**config.mk**
```make
export PLATFORM = sky130hd
export DESIGN_NAME = line_route_chan
export DESIGN_NICKNAME = d
export VERILOG_FILES = /design/src/rtl/line_route_chan.sv
export SDC_FILE = /design/constraint.sdc
export NUM_CORES = 1
export LEC_CHECK = 0
export ABC_AREA = 1
export CAP_MARGIN = 5
export CORE_AREA = 2 2 39 41
export CTS_CLUSTER_SIZE = 10
export DETAILED_ROUTE_END_ITERATION = 10
export DIE_AREA = 0 0 41 43
export DONT_BUFFER_PORTS = 1
export RECOVER_POWER = 100
export REMOVE_ABC_BUFFERS = 1
export SETUP_SLACK_MARGIN = 0.02
export SLEW_MARGIN = 10
export SYNTH_ARGS = -nofsm -noshare
export SYNTH_HDL_FRONTEND = slang
export SYNTH_SLANG_ARGS = --single-unit
```
**constraint.sdc**
```tcl
create_clock -name clk -period 2.8 [get_ports clk]
set_input_delay 0.42 -clock clk [delete_from_list [all_inputs] [get_ports clk]]
set_output_delay 0.42 -clock clk [all_outputs]
set_load 0.1 [all_outputs]
```
**src/rtl/line_route_chan.sv**
```systemverilog
module line_route_chan #(
  parameter int BIT_CYCLES = 16
) (
  input  logic       clk,
  input  logic       rst_n,
  input  logic [7:0] route_cfg,
  input  logic       rts,
  input  logic       dtr,
  input  logic       tx_clk,
  input  logic       aux_in,
  input  logic       tx_busy,
  output logic       txen,
  output logic       rxen,
  output logic       aux_out,
  output logic       rclk,
  output logic       cts,
  output logic [7:0] route_q
);
  localparam int CNT_W = $clog2(BIT_CYCLES + 1);
  localparam logic [CNT_W-1:0] HANG_LOAD = CNT_W'(BIT_CYCLES);

  logic [5:0]       cfg_q;
  logic             txen_q;
  logic [CNT_W-1:0] hang_q;
  logic             auto_mode;
  logic             loop_on;
  logic             unused_hi;

  assign unused_hi = ^route_cfg[7:6];

  always_ff @(posedge clk or negedge rst_n) begin
    if (!rst_n) begin
      cfg_q  <= '0;
      txen_q <= 1'b1;
    end else begin
      cfg_q <= route_cfg[5:0];
      unique case (route_cfg[1:0])
        2'b00:   txen_q <= 1'b1;
        2'b01:   txen_q <= dtr;
        2'b10:   txen_q <= rts;
        default: txen_q <= 1'b0;
      endcase
    end
  end

  always_ff @(posedge clk or negedge rst_n) begin
    if (!rst_n)             hang_q <= '0;
    else if (tx_busy)       hang_q <= HANG_LOAD;
    else if (hang_q != '0)  hang_q <= hang_q - 1'b1;
  end

  assign auto_mode = (cfg_q[1:0] == 2'b11);
  assign loop_on   = cfg_q[4];

  assign txen    = auto_mode ? (tx_busy | (hang_q != '0)) : txen_q;
  assign rxen    = cfg_q[5] ? ~txen : 1'b1;
  assign aux_out = loop_on ? aux_in : (cfg_q[2] ? tx_clk : rts);
  assign rclk    = (cfg_q[3] && !loop_on) ? aux_in : tx_clk;
  assign cts     = (cfg_q[3] || loop_on) ? rts : aux_in;
  assign route_q = {2'b00, cfg_q};
endmodule

```
==> results of run 1 <==
-- power groups by stage --
stage	Sequential [mW]	Clock, mW	Combinational, mW
finish	0.234	0.133	0.241
global route	0.238	0.149	0.270
CTS	0.234	0.138	0.258
detailed placement	0.238	0	0.252
global placement	0.237	0	0.244
floorplan	0.266	0	0.177
-- synth_stat cells (all sizes together) --
cell and count:
nand2 13, inv 12, dfrtp 11, o21ai 7
nor2 6, nand3 5, buf 2, a21oi 1
a31oi 1, conb 1, dfstp 1, ha 1
nand4 1, o22ai 1, or2 1
-- layout make-up --
| type | count | area, um^2 |
|---|---|---|
| Fill cell | 135 | 699 |
| Tap cell | 16 | 20.0 |
| Clock buffer | 4 | 36.3 |
| Sequential cell | 12 | 302 |
| Multi-Input combinational cell | 39 | 205 |
| Timing Repair Buffer | 12 | 76.3 |
| Inverter | 12 | 45.0 |
-- cell usage in the layout, fill, tap and decap left out, drive strengths merged --
cell / synthesis / routed
o21ai: 7 / 7
nand2: 13 / 13
a21oi: 1 / 1
buf: 2 / 5
or2: 1 / 1
nor2: 6 / 6
clkbuf: 0 / 10
conb: 1 / 2
dfstp: 1 / 1
o22ai: 1 / 1
nand3: 5 / 5
dfrtp: 11 / 11
ha: 1 / 1
nand4: 1 / 1
dlygate4sd3: 0 / 1
a31oi: 1 / 1
inv: 12 / 12
-- routing by layer --
layer  up-vias  global-route usage [%]
met5         -                       0
met4         0                    6.00
met3         2                    4.71
met2        11                    25.0
met1       211                    14.7
li1        228                       -
-- sequential cells by signal, indices dropped and copies added (netlist names) --
register and flops:
cfg_q 6, hang_q 5, txen_q 1
-- stage by stage --
stage	util (%)	hold WS, ns	std cells
floorplan	-	0.124	63
detailed placement	47.7	0.125	90
global route	49.5	0.156	95
finish	49.5	0.180	95
global placement	47.7	0.125	90
CTS	51.1	0.173	95
-- worst max-delay path by stage --
stage | cells after the start | startpoint | slack (ns) | to
after CTS | 7 | hang_q[0]$_DFFE_PN0P_ | 0.68 | rxen
final | 7 | hang_q[0]$_DFFE_PN0P_ | 0.46 | rxen
after global routing | 7 | hang_q[0]$_DFFE_PN0P_ | 0.31 | rxen
after floorplan | 2 | cfg_q[4]$_DFF_PN0_ | -0.88 | aux_out
after detailed placement | 7 | hang_q[0]$_DFFE_PN0P_ | 0.99 | rxen
after global placement | 7 | hang_q[0]$_DFFE_PN0P_ | 1.01 | rxen
-- worst reg2reg max path, stage by stage, from the launching register on --
cell and delay [ns]:
dfrtp_1 0.37, inv_1 0.13, ha_1 0.24, inv_2 0.05
or2_1 0.21, o21ai_0 0.14, nand2_1 0.07
-- cells by family after synthesis --
group           after synthesis  share of synthesized area, %
compound gates               10                          9.46
buf+inv                      14                          10.8
fa+ha+maj                     1                          2.25
simple gates                 26                          22.5
flops                        12                          54.3
other cells                   1                         0.675
-- timing repair --
| item | 4_1_cts | 5_1_grt |
|---|---|---|
| hold endpoints to repair | 12 | 0 |
| setup endpoints to repair | 0 | 0 |
| hold buffers | 1 | 0 |
| buffers inserted | 0 | 0 |
==> flow_metrics.env, run 1 <==
export IMPL_path_buf_inv=2
export IMPL_routed_top_layer="met4"
export IMPL_slew_viol_final=0
export IMPL_post_drt_wl_per_cell_um=10.5
export IMPL_via_per_inst=4.76
export IMPL_synth_largest_area_cell="dfrtp_1"
export IMPL_core_rowCount=14
export IMPL_synth_seq_cells=12
export IMPL_cts_buffers=3
export IMPL_first_pass_iters=2
export IMPL_syn2layout_area_growth_pct=23.2
export IMPL_status="complete, no violations"
export IMPL_rr_worst_depth=6
export IMPL_first_global_vias=446
export IMPL_grt_first_pass_wirelength_um=1680
export IMPL_gp_congestion=0.716
export IMPL_swShare_pct=42.4
export IMPL_grt_usage_pct=14.4
export IMPL_drt_wl_total_um=995
export IMPL_p_leak_nw=0.365
export IMPL_root_buffer="clkbuf_4"
export IMPL_path_cells="inv_1 -> ha_1 -> nand4_1 -> nand2_2 -> nand2_2 -> nand2_2 -> clkbuf_2"
export IMPL_synthCells=64
export IMPL_fmax_mhz=428
export IMPL_ys_top_cells_by_area="dfrtp_1, inv_1, nand2_1"
export IMPL_skew_ns=0.00319
export IMPL_start_util_pct=40.1
export IMPL_finalCritPeriodShare_pct=83.4
export IMPL_clk_path_buf_depth=2
export IMPL_r2r_slack_ns=1.48
export IMPL_crit_top_cell="nand2_2"
export IMPL_drc_errors=0
export IMPL_r2r_end="hang_q[4]$_DFFE_PN0P_"
export IMPL_vias=452
export IMPL_pwr_share_clk_pct=21.9
export IMPL_tightestPinTransition_ns=1.16
export IMPL_netlist_area_leader_share_pct=49.5
export IMPL_synth_distinct_cells=19
export IMPL_ir_drop_mv=0.368
export IMPL_yosysWarnings=0
export IMPL_numClockSinks=12
export IMPL_min_period_ns=2.34
export IMPL_p_sw_mw=0.258
export IMPL_diodes=0
export IMPL_dpl_cell_area_um2=661
export IMPL_die_w_um=41
export IMPL_io_pins=28
export IMPL_cts_resized=0
export IMPL_final_area_um2=684
export IMPL_grt_start_max_net_pins=13
export IMPL_r2r_start="hang_q[0]$_DFFE_PN0P_"
export IMPL_yosysSeqAreaShare_pct=54.3
export IMPL_comb_power_share_pct=39.6
export IMPL_setup_violations=0
export IMPL_overflow=0
export IMPL_wl_met2_um=533
export IMPL_relSlewSlack_pct=22.8
export IMPL_fin_ws_ns=0.464
export IMPL_power_mw=0.608
export IMPL_cts_tree="yes"
export IMPL_h_tree_depth=1
export IMPL_seqPwrFrac_pct=38.5
export IMPL_drive_gt1_share_pct=30.4
export IMPL_insertion_delay_ns=0.26
export IMPL_critPathTopFamily="buffers and inverters"
export IMPL_syn_area_per_cell_um2=8.68
export IMPL_hold_path_end="cfg_q[5]$_DFF_PN0_"
export IMPL_tns_ns=0
export IMPL_arrival_ns=1.92
export IMPL_drtIter0Drc=3
export IMPL_nNetsFinal=96
export IMPL_fp_dieArea_um2=1760
export IMPL_cp_max_fo=5
export IMPL_max_cap_viol_count=0
export IMPL_cellPowerDensity_nw_per_um2=888
export IMPL_antenna_found_initial=0
export IMPL_slowest_stage="clkbuf_2"
export IMPL_holdCritStartpoint="route_cfg[5]"
export IMPL_endpoint_kind="output pin"
export IMPL_wl_met3_um=67
export IMPL_clk_pin_slew_ns=0.08
export IMPL_rsz0062_at_grt="false"
export IMPL_post_place_ws_ns=0.986
export IMPL_slowest_delay_ns=0.44
export IMPL_wirelength_met1_um=381
export IMPL_critPathLaunchType="flip-flop"
export IMPL_min_path_cells=0
export IMPL_core_area_um2=1380
export IMPL_synth_area_um2=556
export IMPL_crit_required_ns=2.38
export IMPL_io_buffers=0
export IMPL_worstSetupPathType="flip-flop to output pin"
export IMPL_ant_nets=0
export IMPL_hold_path_class="input port to flip-flop"
export IMPL_internal_power_mw=0.350
export IMPL_post_dp_hpwl_um=812
export IMPL_hold_viol=0
export IMPL_die_y_um=43
No activity file was read; power rests on OpenSTA's default activity.
==> run 2, diff against run 1 <==
==> constraint.sdc (replaced) <==
create_clock -name clk -period 2.2 [get_ports clk]
set_input_delay 0.33 -clock clk [delete_from_list [all_inputs] [get_ports clk]]
set_output_delay 0.33 -clock clk [all_outputs]
set_load 0.1 [all_outputs]
==> run 2 against run 1 <==
Compared with the run above: utilization is 0.72 points lower; wire length decreased by 2.1%; cell area is 1.5% lower; setup slack worse by 0.30 ns; combinational power up 27%; critical path depth down 3; via count shrank 2.9%; global-route usage shrank 1.8 points; non-clock buffer count is the same; die area unchanged; final cell count stayed put; hold slack got worse by 0.094 ns; critical path type unchanged; largest cell class unchanged.
==> flow_metrics.env, run 2 (synthesized netlist as in run 1, its figures left out) <==
export IMPL_ant_nets=0
export IMPL_grt_met3_usage_pct=3.14
export IMPL_die_w_um=41
export IMPL_skew_ns=0.000469
export IMPL_p_leak_nw=0.355
export IMPL_drt_wl_total_um=974
export IMPL_cp_max_fo=3
export IMPL_cts_tree="yes"
export IMPL_insertion_delay_ns=0.26
export IMPL_fin_hold_ws_ns=0.0852
export IMPL_die_y_um=43
export IMPL_io_pins=28
export IMPL_min_period_ns=2.04
export IMPL_fp_dieArea_um2=1760
export IMPL_io_buffers=0
export IMPL_status="complete, no violations"
export IMPL_vias=439
export IMPL_post_drt_wl_per_cell_um=10.3
export IMPL_gp_congestion=0.778
export IMPL_max_cap_viol_count=0
export IMPL_core_rowCount=14
export IMPL_clk_path_buf_depth=2
export IMPL_hold_path_class="input port to flip-flop"
export IMPL_grt_start_max_net_pins=13
export IMPL_via_per_inst=4.62
export IMPL_first_pass_iters=2
export IMPL_layout_common_cells="dfrtp_1, inv_1, nand2_1"
export IMPL_diodes=0
export IMPL_reg_top3="cfg_q x6, hang_q x5, txen_q x1"
export IMPL_gr_usage_met1_pct=15.8
export IMPL_slew_viol_final=0
export IMPL_largest_register_ffs=6
export IMPL_endpoint_kind="output pin"
export IMPL_cp_startpoint="cfg_q[3]$_DFF_PN0_"
export IMPL_drtIter0Drc=3
export IMPL_r2r_start="hang_q[0]$_DFFE_PN0P_"
export IMPL_antenna_found_initial=0
export IMPL_worstSetupPathType="flip-flop to output pin"
export IMPL_fmax_mhz=491
export IMPL_ir_drop_mv=0.522
export IMPL_overflow=0
export IMPL_arrival_ns=1.71
export IMPL_grt_first_pass_wirelength_um=1520
export IMPL_core_area_um2=1380
export IMPL_cellPowerDensity_nw_per_um2=1100
export IMPL_layout_commonest_cell="dfrtp_1"
export IMPL_relSlewSlack_pct=22.8
export IMPL_drive_gt1_share_pct=25.3
export IMPL_use_met2_pct=20.3
export IMPL_critPathLaunchType="flip-flop"
export IMPL_largest_register="cfg_q"
export IMPL_post_dp_hpwl_um=794
export IMPL_root_buffer="clkbuf_4"
export IMPL_crit_required_ns=1.87
export IMPL_holdCritStartpoint="route_cfg[5]"
export IMPL_tightestPinTransition_ns=1.16
export IMPL_numClockSinks=12
export IMPL_syn2layout_area_growth_pct=21.4
export IMPL_cts_buffers=3
export IMPL_grt_usage_pct=12.6
export IMPL_grt_busiest_layer="met2"
export IMPL_h_tree_depth=1
export IMPL_hold_viol=0
export IMPL_drc_errors=0
export IMPL_setup_violations=0
export IMPL_finalCritPeriodShare_pct=92.6
export IMPL_clk_pin_slew_ns=0.08
export IMPL_start_util_pct=40.1
export IMPL_rsz0062_at_grt="false"
export IMPL_first_global_vias=395
export IMPL_tns_ns=0
export IMPL_nNetsFinal=96
-- run 2: changes by cell type in the layout (fill, tap and decap cells not counted), sizes merged --
cell	change
clkbuf	+3
buf	-3
-- run 2: layout make-up --
cell class / count / area, um^2
timing repair buffer: 12 / 70.1
multi-input combinational: 39 / 211
fill: 141 / 709
sequential: 12 / 302
clock buffer: 4 / 26.3
tap: 16 / 20.0
inverter: 12 / 45.0
-- run 2: stage by stage --
step	worst slack (ns)	utilization, %	instance area [um^2]	instances	power (mW)
after floorplan	-1.39	-	544	63	0.564
after global placement	0.579	51.4	711	90	0.630
after detailed placement	0.537	51.4	711	90	0.638
after CTS	0.228	54.0	747	95	0.781
after global routing	0.101	48.7	674	95	0.794
final	0.162	48.7	674	95	0.745
-- run 2: worst max-delay path, stage by stage, from the launching register on --
cell      delay [ns]
dfrtp_1         0.38
buf_4           0.31
a21oi_1         0.14
a31oi_2         0.14
clkbuf_2        0.48
-- run 2: power by group --
| group | switching [mW] | internal, mW | total (mW) |
|---|---|---|---|
| Sequential | 0.0313 | 0.267 | 0.298 |
| Clock | 0.0694 | 0.0700 | 0.139 |
| Combinational | 0.228 | 0.0796 | 0.307 |
| Total | 0.329 | 0.416 | 0.745 |
-- run 2: final timing paths --
| kind | cells after the start | slack, ns | end |
|---|---|---|---|
| hold / removal | 0 | 0.09 | cfg_q[5]$_DFF_PN0_ |
| setup / recovery | 4 | 0.16 | rclk |
| hold reg to reg | 2 | 0.50 | hang_q[4]$_DFFE_PN0P_ |
| max in group asynchronous | 1 | 1.36 | txen_q$_DFF_PN1_ |
| min in group asynchronous | 1 | 0.47 | cfg_q[5]$_DFF_PN0_ |
| setup reg to reg | 6 | 0.89 | hang_q[4]$_DFFE_PN0P_ |
-- run 2: layer usage --
layer	vias up	share of wire (%)	wire length [um]
li1	227	-	-
met1	201	41	400
met2	11	53	521
met3	0	5.3	52
met4	0	0	0
met5	-	0	0
-- run 2: timing repair --
action	in CTS	in global routing
setup buffers	0	0
hold buffers	1	0
gates resized for setup	0	0
endpoints found under the hold margin	12	0
==> run 3, diff against run 2 <==
==> constraint.sdc (replaced) <==
create_clock -name clk -period 2.2 [get_ports clk]
set_input_delay 0.44 -clock clk [delete_from_list [all_inputs] [get_ports clk]]
set_output_delay 0.44 -clock clk [all_outputs]
set_load 0.1 [all_outputs]
==> run 3 against run 2 <==
Compared with the run above: combinational power is 2% higher; critical endpoint is now rxen; highest routed layer is now met4; via count grew 6.4%; power is 1.1% higher; utilization grew 0.54 points; sequential power barely moved; clock power barely moved; hold slack got worse by 0.075 ns.
==> flow_metrics.env, run 3 (synthesized netlist as in run 1, its figures left out) <==
export IMPL_ant_nets=0
export IMPL_grt_usage_pct=13.1
export IMPL_fin_hold_ws_ns=0.00975
export IMPL_min_period_ns=2.05
export IMPL_arrival_ns=1.61
export IMPL_seqPwrFrac_pct=39.8
export IMPL_drc_errors=0
export IMPL_crit_required_ns=1.76
export IMPL_finalCritPeriodShare_pct=93.0
export IMPL_diodes=0
export IMPL_syn2layout_area_growth_pct=22.7
export IMPL_insertion_delay_ns=0.27
export IMPL_slew_viol_final=0
export IMPL_die_y_um=43
export IMPL_via_per_inst=4.92
export IMPL_fmax_mhz=489
export IMPL_io_buffers=0
export IMPL_post_drt_wl_per_cell_um=10.8
export IMPL_critPathLaunchType="flip-flop"
export IMPL_antenna_found_initial=0
export IMPL_rsz0062_at_grt="false"
export IMPL_numClockSinks=12
export IMPL_start_util_pct=40.1
export IMPL_hold_viol=0
export IMPL_overflow=0
export IMPL_cts_resized=0
export IMPL_worstSetupPathType="flip-flop to output pin"
export IMPL_h_tree_depth=1
export IMPL_tightestPinTransition_ns=0.548
export IMPL_max_cap_viol_count=0
export IMPL_vias=467
export IMPL_clk_pin_slew_ns=0.08
export IMPL_skew_ns=0.0000408
export IMPL_status="complete, no violations"
export IMPL_nNetsFinal=96
export IMPL_layout_common_cells="dfrtp_1, inv_1, nand2_1"
export IMPL_first_global_vias=424
export IMPL_core_area_um2=1380
export IMPL_pwr_share_clk_pct=18.7
export IMPL_p_sw_mw=0.334
export IMPL_path_cells="inv_1 -> ha_1 -> nand4_2 -> nand2_2 -> nand2_2 -> nand2_2 -> buf_8"
export IMPL_relSlewSlack_pct=63.6
export IMPL_first_pass_iters=4
export IMPL_grt_first_pass_wirelength_um=1570
export IMPL_fp_dieArea_um2=1760
export IMPL_clk_path_buf_depth=2
export IMPL_tns_ns=0
export IMPL_reg_top3="cfg_q x6, hang_q x5, txen_q x1"
export IMPL_cts_buffers=3
export IMPL_drive_gt1_share_pct=31.6
export IMPL_cp_startpoint="hang_q[0]$_DFFE_PN0P_"
export IMPL_post_dp_hpwl_um=772
export IMPL_setup_violations=0
export IMPL_largest_register_ffs=6
export IMPL_swShare_pct=44.4
export IMPL_root_buffer="clkbuf_4"
export IMPL_die_w_um=41
export IMPL_drt_wl_total_um=1030
export IMPL_layout_commonest_cell="dfrtp_1"
export IMPL_drtIter0Drc=12
export IMPL_core_rowCount=14
export IMPL_grt_start_max_net_pins=12
export IMPL_r2r_start="hang_q[0]$_DFFE_PN0P_"
export IMPL_hold_path_class="input port to asynchronous set/reset pin"
export IMPL_crit_top_cell="nand2_2"
export IMPL_internal_power_mw=0.419
export IMPL_gp_congestion=0.770
export IMPL_cp_max_fo=5
export IMPL_cts_tree="yes"
export IMPL_p_leak_nw=0.371
export IMPL_slowest_delay_ns=0.36
export IMPL_ir_drop_mv=0.618
export IMPL_slowest_stage="dfrtp_1"
export IMPL_cellPowerDensity_nw_per_um2=1100
export IMPL_largest_register="cfg_q"
export IMPL_comb_power_share_pct=41.4
export IMPL_endpoint_kind="output pin"
export IMPL_io_pins=28
## run 3: worst max-delay path, delay by kind of cell (launching register included)
family / cells / cell delay [ns]
AND/OR/NAND/NOR: 4 / 0.40
flip-flops: 1 / 0.36
buffers and inverters: 2 / 0.32
adder cells (fa/ha/maj): 1 / 0.24
## run 3: worst paths after layout
kind,end,slack [ns],cells past startpoint
min,txen_q$_DFF_PN1_,0.01,0
min in group clk,cfg_q[5]$_DFF_PN0_,0.19,0
max reg2reg,hang_q[4]$_DFFE_PN0P_,0.87,6
min reg2reg,hang_q[4]$_DFFE_PN0P_,0.51,2
max in group asynchronous,cfg_q[3]$_DFF_PN0_,1.30,1
max,rxen,0.15,7
## run 3: routing by layer
metal,GRT usage (%),wire [um],part of all wire (%)
met1,14.5,391,38
met2,21.6,532,52
met3,3.14,87,8.5
met4,7.33,14,1.4
met5,0,0,0
## run 3: per-stage QoR
stage | util [%] | cell area (um^2) | setup WS (ns) | power [mW] | instances
finish | 49.3 | 682 | 0.155 | 0.753 | 95
global route | 49.3 | 682 | 0.0273 | 0.807 | 95
CTS | 54.0 | 747 | 0.141 | 0.784 | 95
detailed placement | 51.4 | 711 | 0.453 | 0.637 | 90
global placement | 51.4 | 711 | 0.470 | 0.630 | 90
floorplan | - | 544 | -1.50 | 0.564 | 63
## run 3: repair_timing
item / 4_1_cts / 5_1_grt
hold buffers: 1 / 0
setup buffers: 0 / 0
hold endpoints to repair: 11 / 0
## run 3: area by class of cell
class | count | area, um^2
Fill cell | 129 | 702
Sequential cell | 12 | 302
Multi-Input combinational cell | 39 | 211
Timing Repair Buffer | 12 | 77.6
Inverter | 12 | 45.0
Clock buffer | 4 | 26.3
Tap cell | 16 | 20.0
## run 3: power groups by stage
stage | combinational [mW] | sequential [mW] | clock, mW
6_report | 0.312 | 0.300 | 0.141
2_1_floorplan | 0.225 | 0.339 | 0
3_3_place_gp | 0.327 | 0.303 | 0
3_5_place_dp | 0.333 | 0.304 | 0
4_1_cts | 0.340 | 0.300 | 0.144
5_1_grt | 0.352 | 0.305 | 0.150
